### config.mk
export PLATFORM = sky130hd
export DESIGN_NAME = alias_resolver
export DESIGN_NICKNAME = d
export VERILOG_FILES = /design/src/rtl/ar_pkg.sv /design/src/rtl/ar_datapath.sv /design/src/rtl/ar_control.sv /design/src/rtl/alias_resolver.sv
export SDC_FILE = /design/constraint.sdc
export NUM_CORES = 1
export LEC_CHECK = 0
export BUFFER_PORTS_ARGS = -buffer_cell sky130_fd_sc_hd__buf_2
export CAP_MARGIN = 40
export CORE_ASPECT_RATIO = 0.5
export CORE_UTILIZATION = 23
export DETAILED_ROUTE_END_ITERATION = 7
export GPL_TIMING_DRIVEN = 1
export PLACE_DENSITY_LB_ADDON = 0.05
export REMOVE_ABC_BUFFERS = 1
export SYNTH_ARGS = -nofsm -noshare
export SYNTH_HDL_FRONTEND = slang
export SYNTH_SLANG_ARGS = --single-unit
export TNS_END_PERCENT = 10
### constraint.sdc
create_clock -name clk -period 3.2 [get_ports clk]
set_input_delay 0.32 -clock clk [delete_from_list [all_inputs] [get_ports clk]]
set_output_delay 0.32 -clock clk [all_outputs]
set_load 0.01 [all_outputs]
### src/rtl/ar_pkg.sv
package ar_pkg;
  typedef enum logic {CMD_FILL = 1'b0, CMD_PURGE = 1'b1} cmdKind_e;

  // strobes from control to datapath
  typedef struct packed {
    logic latchReq;
    logic writeLine;
    logic selOld;
    logic issueFill;
  } arStrobe_t;

  // lookup status from datapath to control
  typedef struct packed {
    logic lineValid;
    logic tagHit;
    logic vidxSame;
  } arStatus_t;
endpackage

### src/rtl/ar_datapath.sv
module ar_datapath import ar_pkg::*; #(
  parameter int LINE_W = 10,
  parameter int SET_W  = 3,
  parameter int VIDX_W = 3
) (
  input  logic              clk,
  input  logic              rstN,
  input  arStrobe_t         strobe,
  input  logic [LINE_W-1:0] reqLine,
  input  logic [VIDX_W-1:0] reqVidx,
  output arStatus_t         status,
  output logic [LINE_W-1:0] cmdLine,
  output logic [VIDX_W-1:0] cmdVidx
);
  localparam int TAG_W = LINE_W - SET_W;
  localparam int SETS  = 1 << SET_W;

  logic [LINE_W-1:0] curLine;
  logic [VIDX_W-1:0] curVidx;
  logic [SETS-1:0]   entryValid;
  logic [TAG_W-1:0]  entryTag  [SETS];
  logic [VIDX_W-1:0] entryVidx [SETS];

  logic [SET_W-1:0] curSet;
  logic [TAG_W-1:0] curTag;
  assign curSet = curLine[SET_W-1:0];
  assign curTag = curLine[LINE_W-1:SET_W];

  always_ff @(posedge clk) begin
    if (!rstN) begin
      curLine <= '0;
      curVidx <= '0;
    end else if (strobe.latchReq) begin
      curLine <= reqLine;
      curVidx <= reqVidx;
    end
  end

  // one register slice per L2 entry
  for (genvar s = 0; s < SETS; s++) begin : gEntry
    always_ff @(posedge clk) begin
      if (!rstN) begin
        entryValid[s] <= 1'b0;
        entryTag[s]   <= '0;
        entryVidx[s]  <= '0;
      end else if (strobe.writeLine && curSet == SET_W'(s)) begin
        entryValid[s] <= 1'b1;
        entryTag[s]   <= curTag;
        entryVidx[s]  <= curVidx;
      end
    end
  end

  always_comb begin
    status.lineValid = entryValid[curSet];
    status.tagHit    = entryValid[curSet] && (entryTag[curSet] == curTag);
    status.vidxSame  = (entryVidx[curSet] == curVidx);
  end

  assign cmdLine = strobe.selOld ? {entryTag[curSet], curSet} : curLine;
  assign cmdVidx = strobe.selOld ? entryVidx[curSet] : curVidx;

  // a fill goes out only once the entry records the new mapping
  p_fill_recorded_r5: assert property (@(posedge clk) disable iff (!rstN)
    strobe.issueFill |-> entryValid[curSet] && entryTag[curSet] == curTag
                         && entryVidx[curSet] == curVidx);

  // purging the requested line itself means an alias with differing bits
  p_alias_diff_r4: assert property (@(posedge clk) disable iff (!rstN)
    (strobe.selOld && entryTag[curSet] == curTag) |-> entryVidx[curSet] != curVidx);
endmodule

### src/rtl/ar_control.sv
module ar_control import ar_pkg::*; (
  input  logic      clk,
  input  logic      rstN,
  input  logic      reqValid,
  output logic      reqReady,
  input  arStatus_t status,
  output arStrobe_t strobe,
  output logic      cmdValid,
  input  logic      cmdReady,
  output cmdKind_e  cmdKind,
  output logic      doneValid,
  output logic      doneAlias
);
  typedef enum logic [2:0] {S_IDLE, S_CHECK, S_PURGE, S_FILL, S_DONE} state_e;
  state_e state, stateNext;
  logic   aliasFlag;

  always_comb begin
    strobe    = '0;
    stateNext = state;
    reqReady  = (state == S_IDLE);
    cmdValid  = (state == S_PURGE) || (state == S_FILL);
    cmdKind   = (state == S_PURGE) ? CMD_PURGE : CMD_FILL;
    doneValid = (state == S_DONE);
    case (state)
      S_IDLE: if (reqValid) begin
        strobe.latchReq = 1'b1;
        stateNext = S_CHECK;
      end
      S_CHECK: begin
        strobe.writeLine = !status.lineValid;
        if (status.lineValid && !(status.tagHit && status.vidxSame)) stateNext = S_PURGE;
        else stateNext = S_FILL;
      end
      S_PURGE: begin
        strobe.selOld    = 1'b1;
        strobe.writeLine = cmdReady;
        if (cmdReady) stateNext = S_FILL;
      end
      S_FILL: begin
        strobe.issueFill = 1'b1;
        if (cmdReady) stateNext = S_DONE;
      end
      default: stateNext = S_IDLE;
    endcase
  end

  always_ff @(posedge clk) begin
    if (!rstN) begin
      state     <= S_IDLE;
      aliasFlag <= 1'b0;
    end else begin
      state <= stateNext;
      if (state == S_CHECK) aliasFlag <= status.tagHit && !status.vidxSame;
    end
  end
  assign doneAlias = aliasFlag;

  // a stalled command keeps its kind
  p_cmd_hold_r7: assert property (@(posedge clk) disable iff (!rstN)
    (cmdValid && !cmdReady) |=> cmdValid && $stable(cmdKind));
  // an accepted purge is followed by a fill
  p_purge_then_fill_r7: assert property (@(posedge clk) disable iff (!rstN)
    (cmdValid && cmdReady && cmdKind == CMD_PURGE) |=> cmdValid && cmdKind == CMD_FILL);
  // completion only right after an accepted fill
  p_done_after_fill_r7: assert property (@(posedge clk) disable iff (!rstN)
    doneValid |-> $past(cmdValid && cmdReady && cmdKind == CMD_FILL));
  // busy after accepting
  p_busy_r8: assert property (@(posedge clk) disable iff (!rstN)
    (reqValid && reqReady) |=> !reqReady);
endmodule

### src/rtl/alias_resolver.sv
module alias_resolver import ar_pkg::*; #(
  parameter int L1_SIZE_EXP  = 16,
  parameter int PAGE_EXP     = 12,
  parameter int L1_ASSOC_EXP = 1,
  parameter int LINE_W       = 10,
  parameter int L2_SET_W     = 3,
  localparam int VIDX_W      = L1_SIZE_EXP - PAGE_EXP - L1_ASSOC_EXP
) (
  input  logic              clk,
  input  logic              rstN,
  input  logic              reqValid,
  output logic              reqReady,
  input  logic [LINE_W-1:0] reqLine,
  input  logic [VIDX_W-1:0] reqVidx,
  output logic              cmdValid,
  input  logic              cmdReady,
  output logic              cmdKind,
  output logic [LINE_W-1:0] cmdLine,
  output logic [VIDX_W-1:0] cmdVidx,
  output logic              doneValid,
  output logic              doneAlias
);
  arStrobe_t strobe;
  arStatus_t status;
  cmdKind_e  kindInt;

  ar_datapath #(.LINE_W(LINE_W), .SET_W(L2_SET_W), .VIDX_W(VIDX_W)) uData (
    .clk(clk), .rstN(rstN), .strobe(strobe), .reqLine(reqLine), .reqVidx(reqVidx),
    .status(status), .cmdLine(cmdLine), .cmdVidx(cmdVidx));

  ar_control uCtrl (
    .clk(clk), .rstN(rstN), .reqValid(reqValid), .reqReady(reqReady),
    .status(status), .strobe(strobe), .cmdValid(cmdValid), .cmdReady(cmdReady),
    .cmdKind(kindInt), .doneValid(doneValid), .doneAlias(doneAlias));

  assign cmdKind = kindInt;

  // a stalled command keeps its address fields
  p_cmd_fields_r7: assert property (@(posedge clk) disable iff (!rstN)
    (cmdValid && !cmdReady) |=> $stable(cmdLine) && $stable(cmdVidx));
endmodule

## Word-level counts from Yosys, hierarchy flattened

Memories as Yosys holds them, arrays and structs flattened. A register that Yosys moved wholly into a read port is not among the register bits.
Cells that the tools add are included.
W data, S select, Z words.

- Mux-type cells: 58
- Reduce and logical (&&, ||, !) cells: 19
- Bitwise gates (word level): 16
- Equal/unequal tests: 16
- Magnitude comparators: 1

Operator list:

| kind | number |
|---|---|
| $mux W7 | 8 |
| $mux W3 | 16 |
| $mux W1 | 30 |
| $or A1 B1 Y1 | 16 |
| $eq A3 B3 Y1 const B | 5 |
| $eq A3 B2 Y1 const B | 4 |
| $logic_and A1 B1 Y1 | 12 |
| $pmux W3 S4 | 1 |
| $mux W10 | 1 |
| $eq A7 B7 Y1 | 1 |
| $eq A3 B1 Y1 const B | 2 |
| $logic_not A3 Y1 | 2 |
| $ne A2 B2 Y1 const B | 3 |
| $lt A3 B4 Y1 const B | 1 |
| $bmux W1 S3 | 1 |
| $eq A3 B3 Y1 | 1 |
| $logic_not A1 Y1 | 3 |
| $reduce_and A3 Y1 | 1 |
| $pmux W1 S2 | 1 |
| $logic_or A1 B1 Y1 | 1 |

- Logic and storage cells: 124
- Memory bits (writable): 80
- Input bits: 17
- Bits in registers: 25
- Memories kept: 2

Memories:

| name | words | width | rd ports | clocked after memory_dff | wr ports | RTL line | text |
|---|---|---|---|---|---|---|---|
| uData.entryTag | 8 | 7 | 1 | 1 | 8 | ar_datapath.sv:21 | `logic [TAG_W-1:0] entryTag [SETS];` |
| uData.entryVidx | 8 | 3 | 1 | 1 | 8 | ar_datapath.sv:22 | `logic [VIDX_W-1:0] entryVidx [SETS];` |

## Logic depth before layout (Yosys ltp)

Gate-level depths: netlist of the first run.

- Depth after elaboration: 9
- Gate-level depth with buffers: 9

## Cells and area by module

From an unflattened synthesis of the first run, not the netlist that was laid out.

- Cells, all modules: 376
- Area, all modules: 5027.3 um^2

By module, submodules not included:

| module | cells each | instances | sequential area each (um^2) | area an instance (um^2) |
|---|---|---|---|---|
| ar_datapath | 343 | 1 | 2882.8 | 4763.3 |
| ar_control | 33 | 1 | 80.1 | 264.0 |

## Least setup slack after synthesis of the first run

Ideal clock, no wire load.

- Path type: reg2reg
- From: register uData.curLine[1]
- To: memory uData.entryTag[0][0] (netlist bit), enable pin
- Path buffers: 1
- Path slack: 0.675 ns
- Required time: 2.807 ns
- Library setup time: 0.393 ns
- Clock period less this slack: 2.525 ns
- Arrival time: 2.131 ns
- Stages on the path, launching flop included: 6
- Cells stage by stage: dfxtp_1 > buf_2 > mux4_2 > o21ai_1 > nand2_1 > o31ai_1

RTL lines:

| element | RTL line | text |
|---|---|---|
| start: declaration | ar_datapath.sv:18 | `logic [LINE_W-1:0] curLine;` |
| start signal: assignment | ar_datapath.sv:34 | `curLine <= reqLine;` |
| end: declaration | ar_datapath.sv:21 |  |

==> results of run 1 <==
==> routing by layer <==
metal	GRT usage	up-vias	share of wire
li1	-	1569	-
met1	0.201	1599	0.53
met2	0.209	40	0.44
met3	0.0296	12	0.031
met4	0.0311	0	0.0087
met5	0	-	0
==> Yosys cell counts, drive strengths merged, types with 3 or more instances <==
library cell	n	area share
a22oi	8	0.012
nor2b	4	0.0049
nand2	45	0.033
o31ai	4	0.0059
nand2b	5	0.0062
a21o	8	0.012
buf	15	0.022
o21ai	16	0.016
nor2	12	0.0089
clkbuf	22	0.017
mux2i	29	0.057
xnor2	3	0.0052
a22o	4	0.0069
edfxtp	80	0.47
nor3	9	0.0099
mux4	10	0.045
xor2	3	0.0052
dfxtp	28	0.11
a21oi	13	0.013
nand3	4	0.0040
and2	83	0.10
==> worst min-delay path, cell delays in order <==
cell and delay (ns):
buf_2 0.09, nand2_1 0.04, a21oi_1 0.05
==> per-stage QoR <==
| step | instances | setup WS [ns] | hold WS (ns) | power (µW) | cell area, µm² |
|---|---|---|---|---|---|
| after floorplan | 388 | 0.561 | 0.421 | 2030 | 4860 |
| after global placement | 741 | 0.483 | 0.433 | 2340 | 5610 |
| after detailed placement | 741 | 0.498 | 0.435 | 2330 | 5610 |
| after CTS | 757 | 0.392 | 0.174 | 3440 | 5890 |
| after global routing | 757 | 0.273 | 0.187 | 3540 | 5890 |
| final | 758 | 0.475 | 0.188 | 3380 | 5890 |
==> state kept, by name, summed over array words and instances, names as in the netlist, named ones only <==
name and cells:
uData.entryTag 56, uData.entryVidx 24, uData.curLine 10, uData.entryValid 8, uCtrl.state 3, uData.curVidx 3, uCtrl.doneAlias 1
==> final cells by class <==
cell class              count  area, µm²  area share
flip-flops and latches    108       2960       0.503
multi-input cells         278       1900       0.323
repair buffers             61        373      0.0633
well taps                 292        365      0.0620
clock buffers              10        229      0.0389
clock inverters             6       46.3     0.00786
inverters                   2       7.51     0.00127
diodes                      1       2.50    0.000425
==> kinds of logic after synthesis <==
logic type	Yosys count	synth area share
buf+inv	39	0.0403
simple gates	173	0.186
flops	108	0.586
compound gates	60	0.0757
xor+xnor	6	0.0104
mux	39	0.102
==> cells in the final DEF, fill, tap and decap left out, types with 2 or more instances in the layout <==
master     count
inv_1          2
inv_6          2
o31ai_1        2
a21oi_1       13
buf_2         34
o21ai_0        7
nor2b_1        4
xor2_1         3
a22oi_1        8
and2_1        83
buf_4         27
a21boi_0       2
o21ai_1        9
a22o_1         4
nand2b_1       5
o31ai_2        2
nand3_1        4
mux2i_1       29
xnor2_1        3
nand2_1       45
clkbuf_16      9
nand3b_1       2
nand4_1        2
and3b_1        2
clkinv_4       2
mux4_2        10
a21o_1         8
nor2_1        12
nor3_1         8
edfxtp_1      80
dfxtp_1       27
==> final timing paths <==
kind | to | cells past startpoint | slack (ns)
hold reg to reg | uData.entryValid[6]$_SDFFE_PN0P_ | 1 | 0.45
setup / recovery | uCtrl.state[0]$_SDFFE_PN0P_ | 7 | 0.47
hold / removal | uData.curVidx[0]$_SDFFE_PN0P_ | 3 | 0.19
setup reg to reg | uCtrl.state[0]$_SDFFE_PN0P_ | 7 | 0.47
==> power groups by stage <==
stage	clock network [µW]	registers, µW	logic, µW
after detailed placement	0	1730	604
after floorplan	0	1700	333
after global routing	1180	1710	656
after global placement	0	1730	607
after CTS	1130	1700	606
final	1100	1690	595
==> key figures, run 1 <==
Timing
  – Minimum clock period: 2.73 ns
  – Skew final: 0.0121 ns
  – Final slew viol count: 0
  – Tightest Pin Transition: 0.785 ns
  – Setup Viol. Count Final: 0
  – Unrepaired setup endpoints after global routing: false
  – Fmax achieved: 0.367 GHz
  – Final hold vios: 0
  – Max_slew headroom: 0.477
  – Final setup TNS: 0 ns
  – Crit share post-route: 0.852

Detailed routing
  – DRC viols: 0
  – WL/cell: 19.5 µm
  – Vias per std cell: 4.25
  – Via count: 3220
  – 1st-iter DRT viols: 157
  – Drt total wl: 14800 µm
  – Final ANT Viol Nets: 0
  – DR pass1 iterations: 4

Setup path
  – Critical path's slowest cell: dfxtp_2
  – Worst EP arrival: 3.00 ns
  – Kind of critical path: flip-flop to flip-flop
  – Crit Path Max Fanout: 16
  – Buf/Inv on CP: 1
  – Crit path max-delay family: multiplexers
  – Critical path's largest stage delay: 0.67 ns
  – Critical-path cell list: buf_4 > mux4_2 > mux2i_1 > xnor2_1 > nor3_1 > nand4_1 > o21bai_1
  – Crit. End Element: flip-flop
  – CP Launch Type: flip-flop
  – Worst Path Required: 3.48 ns

Place
  – Dpl hpwl: 10900 µm
  – GP Congestion: 0.738
  – PortBufs: 34

CTS
  – Post-CTS setup buffers: 0
  – CTS sink count: 108
  – Worst skew pair latency: 0.36 ns
  – Total CTS buffers: 9
  – Hold buffers post-CTS: 0
  – H-tree depth: 3
  – Clk slew on worst S/H paths: 0.08 ns
  – CTS tree: built
  – Resized Gates After CTS: 0
  – Maximum root-to-sink buffer count: 2
  – Clk root buf: clkbuf_16

Die
  – Initial Utilization: 0.240
  – Core Footprint: 21100 µm²
  – Die Area: 22600 µm²
  – Die Wd: 212 µm
  – Die Y: 107 µm
  – FP Rows: 37
  – IO Pins: 35

Power
  – PwrDens: 574 nW/µm²
  – Int Power: 2360 µW
  – Clock group share of total power: 0.324
  – Worst vdd ir: 255 µV
  – Switch share: 0.301
  – Comb power frac: 0.176
  – Leak: 0.00223 µW
  – P_sw: 1020 µW
  – Sequential share of power: 0.500

GRT
  – Initial antenna violation count: 1
  – Largest net degree at the start of global routing: 23
  – Grt ovf: 0
  – First-pass GRT wire length: 22200 µm
  – Vias in the first global route: 3308
  – GRT Util Overall: 0.139

Status
  – Status: finished clean

Logic synthesis
  – Cell variety after synth: 42
  – Yosys reg bits: 108
  – YS warnings: 0
  – Synth Flop Type: edfxtp_1
  – Post-synth EDFFs: 80
  – Post-synthesis sequential area ratio: 0.586
  – Post-Syn Area: 5060 µm²
  – Syn Area/Cell: 11.9 µm²
  – Post-synth ARST share: 0
  – Synth Instances: 425

Layout
  – Share of layout cells above drive strength 1: 0.196
  – Fillcell total: 2222
  – Synthesis-to-layout area growth: 16.4%
  – Post-layout util: 0.280
  – Nets@finish: 477

Min path
  – Hold WC Path Type: input pin to flip-flop
  – Hold wc startpoint: reqVidx[0]

Job
  – Max-cap violation count: 0
No activity file was read; power rests on OpenSTA's default activity.
==> run 2: changes to the inputs <==
--- a/config.mk
+++ b/config.mk
@@ -8,9 +8,10 @@
 export BUFFER_PORTS_ARGS = -buffer_cell sky130_fd_sc_hd__buf_2
 export CAP_MARGIN = 40
 export CORE_ASPECT_RATIO = 0.5
-export CORE_UTILIZATION = 23
+export CORE_UTILIZATION = 60
 export DETAILED_ROUTE_END_ITERATION = 7
 export GPL_TIMING_DRIVEN = 1
+export HOLD_SLACK_MARGIN = 0.05
 export PLACE_DENSITY_LB_ADDON = 0.05
 export REMOVE_ABC_BUFFERS = 1
 export SYNTH_ARGS = -nofsm -noshare
==> key figures, run 2 (synthesis gave the netlist of run 1 again) <==
Status
  – Status: finished clean

GRT
  – Initial antenna violation count: 0 (-1)
  – GRT Util Overall: 0.272 (+0.133)
  – Grt ovf: 0 (unchanged)
  – Largest net degree at the start of global routing: 23 (unchanged)
  – Vias in the first global route: 3003 (-9.2%)
  – First-pass GRT wire length: 16700 µm (-25%)

Detailed routing
  – Met1 wire length: 5190 µm (-33%)
  – Final ANT Viol Nets: 0 (unchanged)
  – 1st-iter DRT viols: 347 (+120%)
  – DR pass1 iterations: 5 (+1)
  – Via count: 3270 (+1.6%)
  – WL/cell: 19.4 µm (-0.68%)
  – DRC viols: 0 (unchanged)
  – DR top layer: met4
  – Metal3 WL: 829 µm (+83%)
  – Drt total wl: 11000 µm (-26%)
  – Vias per std cell: 5.78 (+36%)
  – DR WL met2: 4810 µm (-25%)

Setup path
  – Critical-path cell list: mux4_2 > o21ai_1 > nand3b_1 > or2_1 > nor2_1 > and2_1
  – R2R Path End: uData.entryVidx[6][1]$_SDFFCE_PN0P_
  – Kind of critical path: flip-flop to flip-flop
  – Crit. End Element: flip-flop
  – Critical path's slowest cell: nor2_1
  – Worst Path Required: 3.42 ns (-0.06 ns)
  – R2R setup slack: 0.43 ns (-0.04 ns)
  – Critical path's largest stage delay: 0.60 ns (-0.07 ns)
  – Worst EP arrival: 2.99 ns (about the same)
  – R2R cell count: 6 (-1)
  – Crit Path Max Fanout: 11 (-5)
  – Crit path max-delay family: simple AND/OR/NAND/NOR gates
  – Setup crit start: uData.curLine[0]$_SDFFE_PN0P_
  – CP Launch Type: flip-flop
  – Reg2reg start: uData.curLine[0]$_SDFFE_PN0P_
  – Levels on crit path: 6 (-1)
  – Buf/Inv on CP: 0 (-1)

CTS
  – Post-CTS setup buffers: 0 (unchanged)
  – CTS sink count: 108 (unchanged)
  – Clk root buf: clkbuf_16
  – Hold buffers post-CTS: 0 (unchanged)
  – Total CTS buffers: 9 (unchanged)
  – Resized Gates After CTS: 0 (unchanged)
  – CTS tree: built
  – Worst skew pair latency: 0.35 ns (about the same)
  – Clk slew on worst S/H paths: 0.07 ns (about the same)
  – H-tree depth: 3 (unchanged)
  – Maximum root-to-sink buffer count: 2 (unchanged)

Layout
  – Commonest non-fill, non-tap cell in the layout: and2_1
  – Share of layout cells above drive strength 1: 0.170 (-0.0261)
  – Largest registers: uData.entryTag (56), uData.entryVidx (24), uData.curLine (10)
  – Finished Cell Area: 5600 µm² (-4.9%)
  – Nets@finish: 466 (-2.3%)
  – N_diodes: 0 (-1)
  – Most frequent cells in the layout: 83 x and2_1, 80 x edfxtp_1, 45 x nand2_1
  – Synthesis-to-layout area growth: 10.7%
  – Biggest register: uData.entryTag
  – Max reg flops: 56 (unchanged)

Timing
  – Unrepaired setup endpoints after global routing: false
  – Final hold vios: 0 (unchanged)
  – Tightest Pin Transition: 0.770 ns (-0.0151 ns)
  – Minimum clock period: 2.77 ns (+0.0449 ns)
  – Setup ws final: 0.430 ns (-0.0449 ns)
  – Final slew viol count: 0 (unchanged)
  – Crit share post-route: 0.866 (+0.0140)
  – Final setup TNS: 0 ns (unchanged)
  – WHS: 0.201 ns (+0.0128 ns)
  – Fmax achieved: 0.361 GHz (-1.6%)
  – Setup Viol. Count Final: 0 (unchanged)
  – Skew final: 0.00452 ns (-0.00760 ns)
  – Max_slew headroom: 0.485 (+0.00820)

Die
  – Die Wd: 132 µm (-38%)
  – Die Y: 66.9 µm (-37%)
  – IO Pins: 35 (unchanged)
  – Die Area: 8820 µm² (-61%)
  – FP Rows: 23 (-38%)
  – Initial Utilization: 0.626 (+0.385)
  – Core Footprint: 8090 µm² (-62%)

Min path
  – Hold WC Path Type: input pin to flip-flop
  – Worst Hold Depth: 3 (unchanged)
  – Hold wc startpoint: reqVidx[2]
  – WHS Endpoint: uData.curVidx[2]$_SDFFE_PN0P_

Job
  – Max-cap violation count: 0 (unchanged)

Power
  – Worst vdd ir: 376 µV (+47%)
  – Leak: 0.00218 µW (-2.0%)
  – Total Power: 3340 µW (-1.1%)
  – PwrDens: 597 nW/µm² (+4.0%)

Place
  – Post-place setup slack: 0.497 ns (-0.000942 ns)
  – GP Congestion: 0.930 (+26%)
  – Area after DPL: 5290 µm² (-5.7%)
  – PortBufs: 34 (unchanged)
  – Dpl hpwl: 7860 µm (-28%)
-- run 2: cell types whose count changed in the layout (fill, tap and decap cells not counted) --
cell       before  now
o31ai_1         2    4
clkbuf_8        0    1
o21ai_0         7   13
diode_2         1    0
buf_4          27   16
o21ai_1         9    3
clkbuf_1        1    2
o31ai_2         2    0
clkinv_4        2    0
clkbuf_16       9   11
inv_6           2    0
-- run 2: worst max-delay path by stage --
stage                     slack (ns)                             endpoint
after global routing            0.31   uData.entryTag[7][3]$_SDFFCE_PN0P_
after CTS                       0.47   uData.entryTag[7][3]$_SDFFCE_PN0P_
final                           0.43  uData.entryVidx[6][1]$_SDFFCE_PN0P_
after floorplan                 0.56          uCtrl.state[0]$_SDFFE_PN0P_
after global placement          0.66   uData.entryTag[7][5]$_SDFFCE_PN0P_
after detailed placement        0.50   uData.entryTag[7][2]$_SDFFCE_PN0P_
-- run 2: stage by stage --
step,std cells,utilization
6_report,566,0.693
5_1_grt,566,0.693
4_1_cts,566,0.693
3_5_place_dp,550,0.655
3_3_place_gp,550,0.655
2_1_floorplan,388,-
-- run 2: final cells by class --
type / count / area (µm²)
Sequential cell: 108 / 2960
Clock buffer: 14 / 297
Fill cell: 592 / 2480
Multi-Input combinational cell: 278 / 1890
Clock inverter: 2 / 11.3
Timing Repair Buffer: 50 / 290
Inverter: 2 / 7.51
Tap cell: 112 / 140
-- run 2: layer usage --
| layer | GRT usage | vias up |
|---|---|---|
| met5 | 0 | - |
| met4 | 0.0843 | 0 |
| met3 | 0.0715 | 14 |
| met2 | 0.412 | 114 |
| met1 | 0.384 | 1593 |
| li1 | - | 1549 |
-- run 2: tightest hold or removal path: cells and delay by family --
family | cells | cell delay [ns]
buf+inv | 1 | 0.10
compound gates | 1 | 0.05
simple gates | 1 | 0.04
-- run 2: report_power, final --
part	switching, µW	internal, µW
clock network	471	644
registers	91.0	1590
logic	328	215
